<file path="src/rtl/dsd_pkg.sv">
package dsd_pkg;
  typedef enum logic [3:0] {
    CYC_NONE     = 4'd0,
    CYC_READ     = 4'd1,
    CYC_EARLY    = 4'd2,
    CYC_LATE     = 4'd3,
    CYC_RMW      = 4'd4,
    CYC_RAS_ONLY = 4'd5,
    CYC_CBR      = 4'd6,
    CYC_HIDDEN   = 4'd7,
    CYC_SELF     = 4'd8
  } cyc_e;

  typedef enum logic [1:0] {
    ST_IDLE,
    ST_ROW,
    ST_RFSH,
    ST_SELF
  } st_e;
endpackage

</file>
<file path="src/rtl/dsd_sync.sv">
module dsd_sync #(
  parameter int W = 4,
  parameter logic RST_VAL = 1'b1
) (
  input  logic         clk_i,
  input  logic         rst_ni,
  input  logic [W-1:0] d_i,
  output logic [W-1:0] q_o
);
  for (genvar i = 0; i < W; i++) begin : g_bit
    logic ff1_q, ff2_q;
    always_ff @(posedge clk_i or negedge rst_ni) begin
      if (!rst_ni) begin
        ff1_q <= RST_VAL;
        ff2_q <= RST_VAL;
      end else begin
        ff1_q <= d_i[i];
        ff2_q <= ff1_q;
      end
    end
    assign q_o[i] = ff2_q;
  end
endmodule

</file>
<file path="src/rtl/dsd_array.sv">
module dsd_array #(
  parameter int AW = 6,
  parameter int DW = 4
) (
  input  logic          clk_i,
  input  logic          we_i,
  input  logic [AW-1:0] waddr_i,
  input  logic [DW-1:0] wdata_i,
  input  logic [AW-1:0] raddr_i,
  output logic [DW-1:0] rdata_o
);
  localparam int DEPTH = 1 << AW;

  logic [DW-1:0] mem_q [DEPTH];

  always_ff @(posedge clk_i) begin
    if (we_i) mem_q[waddr_i] <= wdata_i;
  end

  assign rdata_o = mem_q[raddr_i];
endmodule

</file>
<file path="src/rtl/dsd_ctrl.sv">
module dsd_ctrl
  import dsd_pkg::*;
#(
  parameter int ADDR_W   = 3,
  parameter int DW       = 4,
  parameter int SELF_CNT = 12500
) (
  input  logic                clk_i,
  input  logic                rst_ni,
  input  logic                ras_i,
  input  logic                cas_i,
  input  logic                we_i,
  input  logic                oe_i,
  input  logic [ADDR_W-1:0]   addr_i,
  input  logic [DW-1:0]       rd_data_i,
  output logic                wr_en_o,
  output logic [2*ADDR_W-1:0] wr_addr_o,
  output logic [2*ADDR_W-1:0] rd_addr_o,
  output logic [DW-1:0]       dout_o,
  output logic                drive_o,
  output cyc_e                cycle_o,
  output logic [ADDR_W-1:0]   rfsh_row_o
);
  localparam int SCW = $clog2(SELF_CNT + 1);

  logic ras_q, cas_q, we_q;
  logic ras_fall, ras_rise, cas_fall, we_fall;
  st_e  st_q;
  cyc_e cyc_q;
  logic [ADDR_W-1:0] row_q, col_q, rcnt_q;
  logic [DW-1:0]     dout_q;
  logic [SCW-1:0]    scnt_q;
  logic valid_q, shown_q, cas_wr_q, cas_seen_q;
  logic in_row, early_wr, late_wr;

  assign ras_fall = ras_i & ~ras_q;
  assign ras_rise = ~ras_i & ras_q;
  assign cas_fall = cas_i & ~cas_q;
  assign we_fall  = we_i & ~we_q;

  assign drive_o  = valid_q & oe_i & ~we_i;
  assign in_row   = (st_q == ST_ROW) & ~ras_rise;
  assign early_wr = in_row & cas_fall & we_i;
  assign late_wr  = in_row & ~cas_fall & we_fall & cas_i & ~cas_wr_q;

  assign wr_en_o    = early_wr | late_wr;
  assign wr_addr_o  = early_wr ? {row_q, addr_i} : {row_q, col_q};
  assign rd_addr_o  = {row_q, addr_i};
  assign dout_o     = dout_q;
  assign cycle_o    = cyc_q;
  assign rfsh_row_o = rcnt_q;

  always_ff @(posedge clk_i or negedge rst_ni) begin
    if (!rst_ni) begin
      ras_q      <= 1'b0;
      cas_q      <= 1'b0;
      we_q       <= 1'b0;
      st_q       <= ST_IDLE;
      cyc_q      <= CYC_NONE;
      row_q      <= '0;
      col_q      <= '0;
      rcnt_q     <= '0;
      dout_q     <= '0;
      scnt_q     <= '0;
      valid_q    <= 1'b0;
      shown_q    <= 1'b0;
      cas_wr_q   <= 1'b0;
      cas_seen_q <= 1'b0;
    end else begin
      ras_q <= ras_i;
      cas_q <= cas_i;
      we_q  <= we_i;
      if (drive_o) shown_q <= 1'b1;
      if (!ras_i && !cas_i) valid_q <= 1'b0;
      unique case (st_q)
        ST_IDLE: begin
          if (ras_fall) begin
            if (cas_i) begin
              // column first (or simultaneous): counter refresh
              st_q   <= ST_RFSH;
              rcnt_q <= rcnt_q + 1'b1;
              scnt_q <= '0;
              cyc_q  <= valid_q ? CYC_HIDDEN : CYC_CBR;
            end else begin
              st_q       <= ST_ROW;
              row_q      <= addr_i;
              cas_seen_q <= 1'b0;
            end
          end
        end
        ST_ROW: begin
          if (ras_rise) begin
            st_q <= ST_IDLE;
            if (!cas_seen_q) cyc_q <= CYC_RAS_ONLY;
          end else if (cas_fall) begin
            col_q      <= addr_i;
            cas_seen_q <= 1'b1;
            shown_q    <= 1'b0;
            cas_wr_q   <= we_i;
            if (we_i) begin
              valid_q <= 1'b0;
              cyc_q   <= CYC_EARLY;
            end else begin
              valid_q <= 1'b1;
              dout_q  <= rd_data_i;
              cyc_q   <= CYC_READ;
            end
          end else if (late_wr) begin
            cas_wr_q <= 1'b1;
            valid_q  <= 1'b0;
            cyc_q    <= (shown_q | drive_o) ? CYC_RMW : CYC_LATE;
          end
        end
        ST_RFSH: begin
          if (ras_rise) begin
            st_q <= ST_IDLE;
          end else if (scnt_q == SCW'(SELF_CNT - 1)) begin
            st_q  <= ST_SELF;
            cyc_q <= CYC_SELF;
          end else begin
            scnt_q <= scnt_q + 1'b1;
          end
        end
        ST_SELF: begin
          if (ras_rise) st_q <= ST_IDLE;
        end
        default: st_q <= ST_IDLE;
      endcase
    end
  end
endmodule

</file>
<file path="src/rtl/dram_strobe_decoder.sv">
module dram_strobe_decoder
  import dsd_pkg::*;
#(
  parameter int ADDR_W   = 3,
  parameter int DW       = 4,
  parameter int SELF_CNT = 12500
) (
  input  logic              clk_i,
  input  logic              rst_ni,
  input  logic              ras_ni,
  input  logic              cas_ni,
  input  logic              we_ni,
  input  logic              oe_ni,
  input  logic [ADDR_W-1:0] addr_i,
  input  logic [DW-1:0]     dq_i,
  output logic [DW-1:0]     dq_o,
  output logic              dq_oe_o,
  output logic [3:0]        cycle_o,
  output logic [ADDR_W-1:0] rfsh_row_o
);
  localparam int AW = 2 * ADDR_W;

  logic [3:0]    strb_n;
  logic          ras_a, cas_a, we_a, oe_a;
  logic          wr_en;
  logic [AW-1:0] wr_addr, rd_addr;
  logic [DW-1:0] rd_data, dout;
  cyc_e          cyc;

  dsd_sync #(.W(4), .RST_VAL(1'b1)) u_sync (
    .clk_i  (clk_i),
    .rst_ni (rst_ni),
    .d_i    ({ras_ni, cas_ni, we_ni, oe_ni}),
    .q_o    (strb_n)
  );

  assign ras_a = ~strb_n[3];
  assign cas_a = ~strb_n[2];
  assign we_a  = ~strb_n[1];
  assign oe_a  = ~strb_n[0];

  dsd_ctrl #(.ADDR_W(ADDR_W), .DW(DW), .SELF_CNT(SELF_CNT)) u_ctrl (
    .clk_i      (clk_i),
    .rst_ni     (rst_ni),
    .ras_i      (ras_a),
    .cas_i      (cas_a),
    .we_i       (we_a),
    .oe_i       (oe_a),
    .addr_i     (addr_i),
    .rd_data_i  (rd_data),
    .wr_en_o    (wr_en),
    .wr_addr_o  (wr_addr),
    .rd_addr_o  (rd_addr),
    .dout_o     (dout),
    .drive_o    (dq_oe_o),
    .cycle_o    (cyc),
    .rfsh_row_o (rfsh_row_o)
  );

  dsd_array #(.AW(AW), .DW(DW)) u_array (
    .clk_i   (clk_i),
    .we_i    (wr_en),
    .waddr_i (wr_addr),
    .wdata_i (dq_i),
    .raddr_i (rd_addr),
    .rdata_o (rd_data)
  );

  assign dq_o    = dq_oe_o ? dout : '0;
  assign cycle_o = cyc;
endmodule

</file>
<file path="config.mk">
export PLATFORM = sky130hd
export DESIGN_NAME = dram_strobe_decoder
export DESIGN_NICKNAME = d
export VERILOG_FILES = /design/src/rtl/dsd_pkg.sv /design/src/rtl/dsd_sync.sv /design/src/rtl/dsd_array.sv /design/src/rtl/dsd_ctrl.sv /design/src/rtl/dram_strobe_decoder.sv
export SDC_FILE = /design/constraint.sdc
export NUM_CORES = 1
export LEC_CHECK = 0
export ABC_AREA = 1
export BUFFER_PORTS_ARGS = -buffer_cell sky130_fd_sc_hd__buf_4
export CAP_MARGIN = 25
export CORE_ASPECT_RATIO = 1.2
export CORE_MARGIN = 2
export CORE_UTILIZATION = 30
export CTS_CLUSTER_SIZE = 10
export DETAILED_ROUTE_END_ITERATION = 16
export SLEW_MARGIN = 20
export SYNTH_ARGS = -nofsm -noshare
export SYNTH_HDL_FRONTEND = slang
export SYNTH_SLANG_ARGS = --single-unit
</file>
<file path="constraint.sdc">
create_clock -name clk_i -period 2.25 [get_ports clk_i]
set_input_delay 0 -clock clk_i [delete_from_list [all_inputs] [get_ports clk_i]]
set_output_delay 0 -clock clk_i [all_outputs]
set_load 0.005 [all_outputs]
</file>
Word level (Yosys, flattened, before mapping). Memory sizes are Yosys's and may differ from the RTL's. A register that Yosys moved wholly into a read port is not among the register bits. Index checks and enable logic that the tools add are counted.

Add/sub/neg operators: 2. Eq/ne operators: 16. Mux-type cells: 44. Bitwise gates (word level): 25. Reduce and logical (&&, ||, !) cells: 17.

Operators with widths (number): $mux 14 (4); $mux 4 (9); $pmux 14 s2 (1); $mux 1 (19); $reduce_and 3->1 (5); $add 14x1->14 const B (1); $eq 14x14->1 const B (1); $and 1x1->1 (13); $mux 2 (6); $pmux 4 s3 (1); $ne 2x2->1 const B (5); $not 1->1 (10); $reduce_and 5->1 (2); $ne 2x1->1 const B (4); $reduce_and 7->1 (1); $mux 3 (2); $pmux 2 s3 (1); $reduce_bool 2->1 (3); $eq 2x2->1 const B (2); $ne 4x1->1 const B (1); $reduce_and 4->1 (1); $add 3x1->3 const B (1); $ne 3x1->1 const B (1); $ne 3x3->1 const B (1); 8 further kinds (9).

Register bits: 44. RAM bits: 256. Bits of input ports: 13. Output and inout port bits: 12. Memories: 1.

Memories: u_array.mem_q (depth 64, width 4, read ports 1, clocked after memory_dff 1, write ports 1, RTL line dsd_array.sv:14) `logic [DW-1:0] mem_q [DEPTH];`.

Depth between registers and ports, before layout. Gate-level depths: netlist (run 1).

Depth in word-level cells: 11. Mapped depth: 13.

By module. Synthesis (run 1) repeated with hierarchy kept, for this count alone.

Cell total of the unflattened synthesis: 1275. Area total of the unflattened synthesis: 13534.2 um^2.

Modules (own cells, without submodules): dsd_array (instances 1, cells each 944, area an instance 10801.6 um^2); dsd_ctrl (instances 1, cells each 307, area an instance 2447.3 um^2); dsd_sync (instances 1, cells each 12, area an instance 240.2 um^2); dram_strobe_decoder (instances 1, cells each 12, area an instance 45.0 um^2).

Worst setup path after synthesis (run 1). No wires, ideal clock.

Kind: register -> register. Start: reg u_ctrl.st_q[1]. End: mem u_array.mem_q[11][0], enable pin. Arrival time: 1.746 ns. Data required time: 1.921 ns. Path slack: 0.175 ns. Cell stages (with the launch flop): 11. Buffers on the path: 0. Cells stage by stage: dfrtp_1 inv_1 ha_1 nand2_2 nor2_8 nand2_4 o21ai_4 inv_2 nor2_4 nand2_4 nor2_1.

Cells in the longest elaborated chain, start to end: 9. Elaborated cells between the ends (all ways): 12.

RTL lines: start, declared (RTL line dsd_ctrl.sv:28) `st_e st_q;`; start signal, assigned (RTL line dsd_ctrl.sv:58) `st_q <= ST_IDLE;`; start signal, assigned (RTL line dsd_ctrl.sv:80) `st_q <= ST_RFSH;`; start signal, assigned (RTL line dsd_ctrl.sv:85) `st_q <= ST_ROW;`; $eq 2x1->1 * (RTL line dsd_ctrl.sv:42) `assign in_row = (st_q == ST_ROW) & ~ras_rise;`; $and 1x1->1 * (RTL line dsd_ctrl.sv:42); $and 1x1->1 (4 in series) (RTL line dsd_ctrl.sv:44) `assign late_wr = in_row & ~cas_fall & we_fall & cas_i & ~cas_wr_q;`; $or 1x1->1 (RTL line dsd_ctrl.sv:46) `assign wr_en_o = early_wr | late_wr;`; $mux 1 (RTL line dsd_array.sv:17) `if (we_i) mem_q[waddr_i] <= wdata_i;`; $mux 1 (not written as such) (RTL line dsd_array.sv:17); end, declared (RTL line dsd_array.sv:14).

Mark *: on every way between the ends. The rest lies on a longest branch, timed or not.

Worst setup path after layout (run 1).
Start: reg u_ctrl.st_q[1]. End: mem u_array.mem_q[36][3], enable pin.

Same word-level chain as after synthesis.

==> results summary, run 1 <==
Clock-pin slew was measured on the worst setup and hold paths at 50 ps. The net count after synthesis is 1387. The count of fill cells added during filler insertion is 4401. The final net count came out at 1463.

The top cell types in the final layout, fill and taps aside, are 370 x nand2_1, 256 x edfxtp_1, 176 x nand3_1. The final number of max-transition violations was 0. After floorplanning, the core was divided into 85 placement rows.

The via count of the first global-routing pass was 9683. Compared with the post-synthesis result, the final layout area differs by 18.1%. The area after detailed placement is 14800 um^2.

The H-tree depth came out at 2. The capture point of the worst reg-to-reg path is u_array.mem_q[36][3]$_DFFE_PP_. The most common cell after layout, fill and taps aside is nand2_1.

The core region is 44800 um^2. After detailed routing, the total wire length is 32600 um. The most critical setup path has its startpoint at u_ctrl.st_q[1]$_DFFE_PN0P_. STA classifies the critical path endpoint as a register.

The transition time at the pin with the least slew margin came out at 840 ps. The tightest hold margin came out at 63.0 ps. The sequential element share of the synthesized area is 65.4%. The yosys synthesis warning count is 0. The global-route wire length before repair is 51500 um.

Synthesis produced a netlist whose cell count is 1367. The worst relative slew slack is 44.0%. The share of cells above drive strength 1 is 14.9%. The portion of the clock cycle consumed by the worst path in the final layout is 97.3%. The area of all placed cells without fillers came out at 16100 um^2. The DRC violations left is 0.

During I/O placement, the number of pins put on the boundary was 25. The reg-to-reg setup timing slack is 60 ps. The distinct cell type count after synthesis came out at 34. Overall power consumption after layout is estimated at 14.5 mW.

The largest net degree at the start of global routing is 65. For the finished layout, the period the worst path requires is 2190 ps. STA classifies the critical path startpoint as a register. The initial antenna violation count was 0. For the worst setup path, the data arrival time is 2400 ps. The antenna violation net count after detailed routing came out at 0.

The total leakage power is 6.45 nW. The die covers 47100 um^2. The most critical setup path has its endpoint at u_array.mem_q[36][3]$_DFFE_PP_. The count of port buffers added during placement came out at 24. The number of buffers created by CTS is 37. Across the VDD grid, the largest voltage drop is 460 uV. The total global routing overflow came out at 0. The average footprint of a synthesized cell came out at 9.95 um^2. In this run the worst hold path is classified as in2async. The via density per instance is 4.58. Static timing analysis puts the maximum clock frequency at 457 MHz. The CTS sink count came out at 304. The number of diodes came out at 0. The run finished with clean final reports.

Setup repair after global routing could not meet its margin everywhere. The clock latency reported for the late side of the worst-skew pair came out at 520 ps. The cell area after synthesis came out at 13600 um^2.

At the worst endpoint, the required time is 2460 ps. The chip height is 237 um. The initial utilization of the core area, before any placement, comes to 30.4%. The worst-case clock skew is 18.9 ps. The areal power density over the cells is 905 nW/um^2.

TritonCTS built the clock tree. The critical-path maximum fanout is 8. The global placer's final weighted congestion is 0.815.

The kind of critical path is reg2reg. The routed wirelength normalized by instance count came out at 15.8 um. In this run the critical register-to-register path is launched from u_ctrl.st_q[1]$_DFFE_PN0P_.

The total number of vias is 9470. The die width came out at 198 um. Setup violations remaining at the end of the flow were counted as 0. The final core area utilization came out at 35.9%. In this run the clock root is driven by a clkbuf_16. The initial DRC count came out at 763. The number of buffers between clock root and the deepest sink is 3. The flop and latch count out of synthesis came out at 304. The final count of hold timing violations came out at 0. The logic depth of the worst register-to-register path is 11. The all-layer global routing usage is 14.1%.

Summed over all nets, the half-perimeter wirelength after detailed placement is 19800 um. The count of max-cap constraint violations is 0. For this run, the detailed router's first-pass iteration total came to 5.
[layer usage]
metal,part of all wire [%],global-route usage (%),vias up
met1,41,17.0,4521
met4,4.1,6.06,0
met2,49,24.8,260
li1,-,-,4609
met5,0,0,-
met3,5.5,2.20,80
[layout make-up]
class | instances | area [um^2] | area share [%]
inverters | 158 | 596 | 3.71
well taps | 609 | 762 | 4.75
clock buffers | 49 | 971 | 6.05
flip-flops and latches | 304 | 8900 | 55.4
multi-input cells | 850 | 4050 | 25.2
clock inverters | 4 | 28.8 | 0.179
repair buffers | 92 | 753 | 4.69
[power breakdown]
group          internal (mW)  total [mW]  switching, mW
registers               6.36        6.54          0.183
logic                  0.906        2.90           1.99
clock network           2.99        5.10           2.11
total                   10.2        14.5           4.29
[flip-flops by register name, summed over array words and instances, names as in the netlist]
name	flops
u_array.mem_q	256
u_ctrl.cas_q	1
u_ctrl.cas_seen_q	1
u_ctrl.cas_wr_q	1
u_ctrl.col_q	3
u_ctrl.cycle_o	4
u_ctrl.dout_o	4
u_ctrl.ras_q	1
u_ctrl.rfsh_row_o	3
u_ctrl.row_q	3
u_ctrl.scnt_q	14
u_ctrl.shown_q	1
u_ctrl.st_q	2
u_ctrl.valid_q	1
u_ctrl.we_q	1
u_sync.g_bit.ff1_q	4
u_sync.g_bit.ff2_q	4
[critical path, cell delays in order, from the launching register on]
cell     delay (ps)
dfrtp_1         380
inv_2            80
ha_4            140
nand2_4          70
nor2_8           90
nand2_4          80
buf_12          140
o21ai_4         180
inv_2            70
nor2_4          200
nand2_4         200
nor2_2          240
[repair_timing]
action / 4_1_cts / 5_1_grt
pin swaps: 0 / 2
gates resized for setup: 34 / 29
endpoints found under the setup margin: 152 / 243
hold endpoints to repair: 52 / 0
hold buffers: 5 / 0
buffers inserted: 0 / 3
[through the flow]
step	cells	setup WS, ps	TNS (ps)
3_3_place_gp	2005	-57.0	-1620
3_5_place_dp	2005	-132	-6230
6_report	2066	61.0	0
2_1_floorplan	1367	175	0
4_1_cts	2063	-0.431	-1.16
5_1_grt	2066	-50.9	-1180
[kinds of logic after synthesis]
group	share of synthesized area [%]
and+or+nand+nor	23.8
DFF	65.4
buffers and inverters	6.32
AOI/OAI and AO/OA	2.83
xor gates and xnor gates	0.902
adders and majority gates	0.644
muxes	0.0828
[synth_stat cells (all sizes together)]
library cell,number,share of area (%)
nand2,391,11
edfxtp,256,57
nor2,179,5.3
nand3,177,6.6
inv,155,4.3
o21ai,55,2.3
dfrtp,40,7.4
buf,37,1.5
clkbuf,18,0.50
xor2,11,0.71
dfstp,8,1.5
nor3,8,0.33
ha,7,0.64
o211ai,6,0.33
a21oi,5,0.18
nand4,5,0.23
clkinv,3,0.083
xnor2,3,0.19
mux2,1,0.083
nor4,1,0.046
o22ai,1,0.046
[worst min-delay path by stage]
stage                                                   to  slack, ps  cells past startpoint
after CTS                      u_ctrl.col_q[0]$_DFFE_PN0N_         60                      4
after floorplan                     u_ctrl.cas_q$_DFF_PN0_       -300                      0
after global placement        u_ctrl.dout_o[0]$_DFFE_PN0P_         50                      1
after detailed placement  u_ctrl.rfsh_row_o[0]$_DFFE_PN0P_         70                      1
after global routing            u_ctrl.st_q[0]$_DFFE_PN0P_        120                      2
final                         u_ctrl.dout_o[0]$_DFFE_PN0P_         60                      2
No activity file was read; power rests on OpenSTA's default activity.
==> run 2, diff against run 1 <==
- SYNTH_HIERARCHICAL: default -> 1
==> run 2 against run 1 <==
Compared with the run above:
- fmax increased by 1.6%
- synthesized cell count shrank 6.7%
- critical path depth increased by 1
- clock power is 2% higher
- sequential share of layout area up 0.48 points
- via count decreased by 0.96%
- cell count decreased by 6.0%
- first-iteration DRC count down 18%
- global-route usage down 0.48 points
- power up 0.32%
- largest cell class unchanged
==> results summary, run 2 <==
The library cells used most frequently in the layout, excluding fill and tap cells, are 422 x nand2_1, 256 x edfxtp_1, 246 x nand3_1. The I/O pin total is 25 (unchanged). The worst relative slew slack is 44.7% (+0.72 points).

The chip height came out at 237 um (-0.23%). After synthesis, the cell types taking the most area are edfxtp_1 57%, nand2_1 12%, nand3_1 9.1%. The number of enable flip-flop cells after synthesis came out at 256 (unchanged). The number of buffers between clock root and the deepest sink was 3 (unchanged). The most common cell after layout, fill and taps aside is nand2_1.

The DRC violations left is 0 (unchanged). The required time of the critical path is 2450 ps (about the same). The cell area after synthesis is 13500 um^2 (-0.48%). The reg-to-reg setup timing slack is 100 ps (+30 ps). The initial antenna violation count is 0 (unchanged). The largest area contributor in the synthesized netlist is edfxtp_1. The effective utilization at floorplan came to 30.3% (-0.073 points).

In this run the worst hold path is classified as in2async. The antenna violation net count after detailed routing came out at 0 (unchanged). The average footprint of a synthesized cell came out at 10.6 um^2 (+6.7%).

The clock latency reported for the late side of the worst-skew pair is 530 ps (about the same). The kind of critical path is reg2reg. The signal arrival time at the worst endpoint came to 2350 ps (-50 ps). The global-route wire length before repair is 50000 um (-2.9%). TritonCTS built the clock tree. The total global routing overflow is 0 (unchanged). The tightest hold margin came to 40.2 ps (-22.8 ps).

The count of port buffers added during placement is 24 (unchanged). The most frequently used flop master after synthesis is edfxtp_1. The worst-case clock skew came to 23.8 ps (+4.94 ps).

The number of standard-cell rows in the floorplan was 85 (unchanged). The total number of vias came to 9379 (-0.96%). The HPWL reported at the end of detailed placement is 19500 um (-1.5%). The worst setup path is captured at a register. The via count of the first global-routing pass is 9487 (-2.0%). The CTS sink count came to 304 (unchanged). The number of buffers created by CTS came out at 36 (-2.7%). The critical-path maximum fanout came out at 8 (unchanged). The share of cells above drive strength 1 is 18.1% (+3.2 points).

The post-route minimum period came out at 2150 ps (-34.7 ps). The critical path startpoint category is a register. The flop and latch count out of synthesis came out at 304 (unchanged). The run finished with clean final reports. The detailed-routing iteration count for the pre-antenna-repair pass came out at 6 (+1). The initial DRC count is 622 (-18%).

The distinct cell type count after synthesis came out at 35 (+2.9%). The timing-limited maximum frequency is 464 MHz (+1.6%). The largest register by flop count is u_array/mem_q. The synthesized instance count is 1275 (-6.7%). The number of setup violations in the final report came to 0 (unchanged). The total leakage power was 6.11 nW (-5.3%). The share of async-settable or async-resettable flops after synthesis came out at 15.8% (unchanged). The via density per instance came out at 4.83 (+5.3%). The share of the synthesized area in the top cell type is 56.8% (+0.27 points). The maximum VDD drop is 642 uV (+39%). The count of max-cap constraint violations came out at 0 (unchanged).

The tree is rooted in a clkbuf_16. The total wirelength of the detailed-routed design came out at 31600 um (-3.2%). The largest registers in the layout are u_array/mem_q: 256 flops, u_ctrl/scnt_q: 14 flops. The sequential element share of the synthesized area was 65.7% (+0.31 points). The yosys synthesis warning count is 6 (+6).

The die width is 198 um (-0.23%). The layout-stage area growth over the synthesis result is 17.6%. The all-layer global routing usage came out at 13.6% (-0.48 points). The clock slew at the register clock pins of the worst setup and hold paths came out at 60 ps (about the same). The total power consumption of the routed design came out at 14.6 mW (+0.32%).

The die area is 46800 um^2 (-0.47%). The transition time at the pin with the least slew margin came out at 829 ps (-10.8 ps). The portion of the clock cycle consumed by the worst path in the final layout is 95.7% (-1.5 points).

The final number of max-transition violations came out at 0 (unchanged). The global placer's final weighted congestion was 0.791 (-3.0%). The most frequent cell after synthesis is nand2_1. The routed wirelength normalized by instance count is 16.3 um (+2.9%). The areal power density over the cells is 916 nW/um^2 (+1.2%). The number of diodes came out at 0 (unchanged). The area of the core came out at 44700 um^2 (-0.24%). The H-tree depth came out at 2 (unchanged).

The flip-flop count of the largest register after layout is 256 (unchanged). The largest net degree at the start of global routing is 130 (+100%). The net count after synthesis came out at 1295 (-6.6%). The final net count is 1382 (-5.5%). The final count of hold timing violations was 0 (unchanged). After synthesis, the most frequently instantiated cells are 425 x nand2_1, 256 x edfxtp_1, 246 x nand3_1.
## run 2: cell families (layout without fill, tap and decap cells)
family / Yosys count / count (layout) / share of synthesized area [%]
compound gates: 33 / 33 / 1.53
flops: 304 / 304 / 65.7
mux: 5 / 5 / 0.527
fa+ha+maj: 7 / 7 / 0.647
xor+xnor: 6 / 6 / 0.388
buf+inv: 123 / 226 / 5.42
simple gates: 797 / 797 / 25.7
## run 2: critical path, stage by stage (launching register included)
cell	delay, ps
dfrtp_1	390
inv_2	80
ha_4	140
nand2_4	80
nor2_8	100
nand2_4	80
nand2_1	70
o21ai_0	80
buf_4	170
inv_6	80
nand4_1	150
buf_4	220
nor2_2	200
## run 2: final timing paths
check | start | endpoint | depth (start not counted)
max | u_ctrl/st_q[1]$_DFFE_PN0P_ | u_array/mem_q[44][1]$_DFFE_PP_ | 12
min | rst_ni | u_ctrl/scnt_q[1]$_DFFE_PN0P_ | 2
max reg2reg | u_ctrl/st_q[1]$_DFFE_PN0P_ | u_array/mem_q[44][1]$_DFFE_PP_ | 12
min reg2reg | u_sync/g_bit[3].ff1_q$_DFF_PN1_ | u_sync/g_bit[3].ff2_q$_DFF_PN1_ | 0
max in group asynchronous | rst_ni | u_ctrl/shown_q$_DFF_PN0_ | 2
min in group clk_i | dq_i[0] | u_array/mem_q[21][0]$_DFFE_PP_ | 1
## run 2: where the power goes
group | total, mW | internal, mW | switching [mW] | leakage, nW
clock | 5.18 | 3.09 | 2.09 | 0.499
sequential | 6.56 | 6.35 | 0.208 | 2.90
combinational | 2.84 | 0.925 | 1.92 | 2.71
total | 14.6 | 10.4 | 4.22 | 6.11
## run 2: area by class of cell
type / instances / area (um^2)
inverters: 52 / 214
clock buffers: 52 / 1010
fillers: 4438 / 28700
repair buffers: 120 / 986
well taps: 565 / 707
clock inverters: 2 / 20.0
flip-flops and latches: 304 / 8900
multi-input cells: 848 / 4080
## run 2: stage by stage
step | cells | setup TNS (ps) | worst slack, ps | util (%) | instance area [um^2]
2_1_floorplan | 1275 | -9930 | -154 | - | 13700
5_1_grt | 1943 | -168 | -38.4 | 35.6 | 15900
3_3_place_gp | 1880 | -1350 | -125 | 32.9 | 14700
6_report | 1943 | 0 | 95.7 | 35.6 | 15900
3_5_place_dp | 1880 | -1150 | -109 | 32.9 | 14700
4_1_cts | 1941 | 0 | 5.46 | 35.4 | 15800
## run 2: routing by layer
metal | wire length [um] | share of wire [%] | GRT usage, % | vias to the layer above
met5 | 0 | 0 | 0 | -
met2 | 15800 | 50 | 23.9 | 230
met1 | 13200 | 42 | 16.5 | 4552
met4 | 1030 | 3.3 | 5.22 | 0
li1 | - | - | - | 4520
met3 | 1560 | 4.9 | 2.51 | 77
## run 2: timing repair
| item | in CTS | in global routing |
|---|---|---|
| gates resized for setup | 10 | 28 |
| endpoints found under the setup margin | 21 | 239 |
| pin swaps | 0 | 3 |
| endpoints found under the hold margin | 56 | 0 |
| hold buffers | 7 | 0 |
| buffers inserted | 0 | 2 |
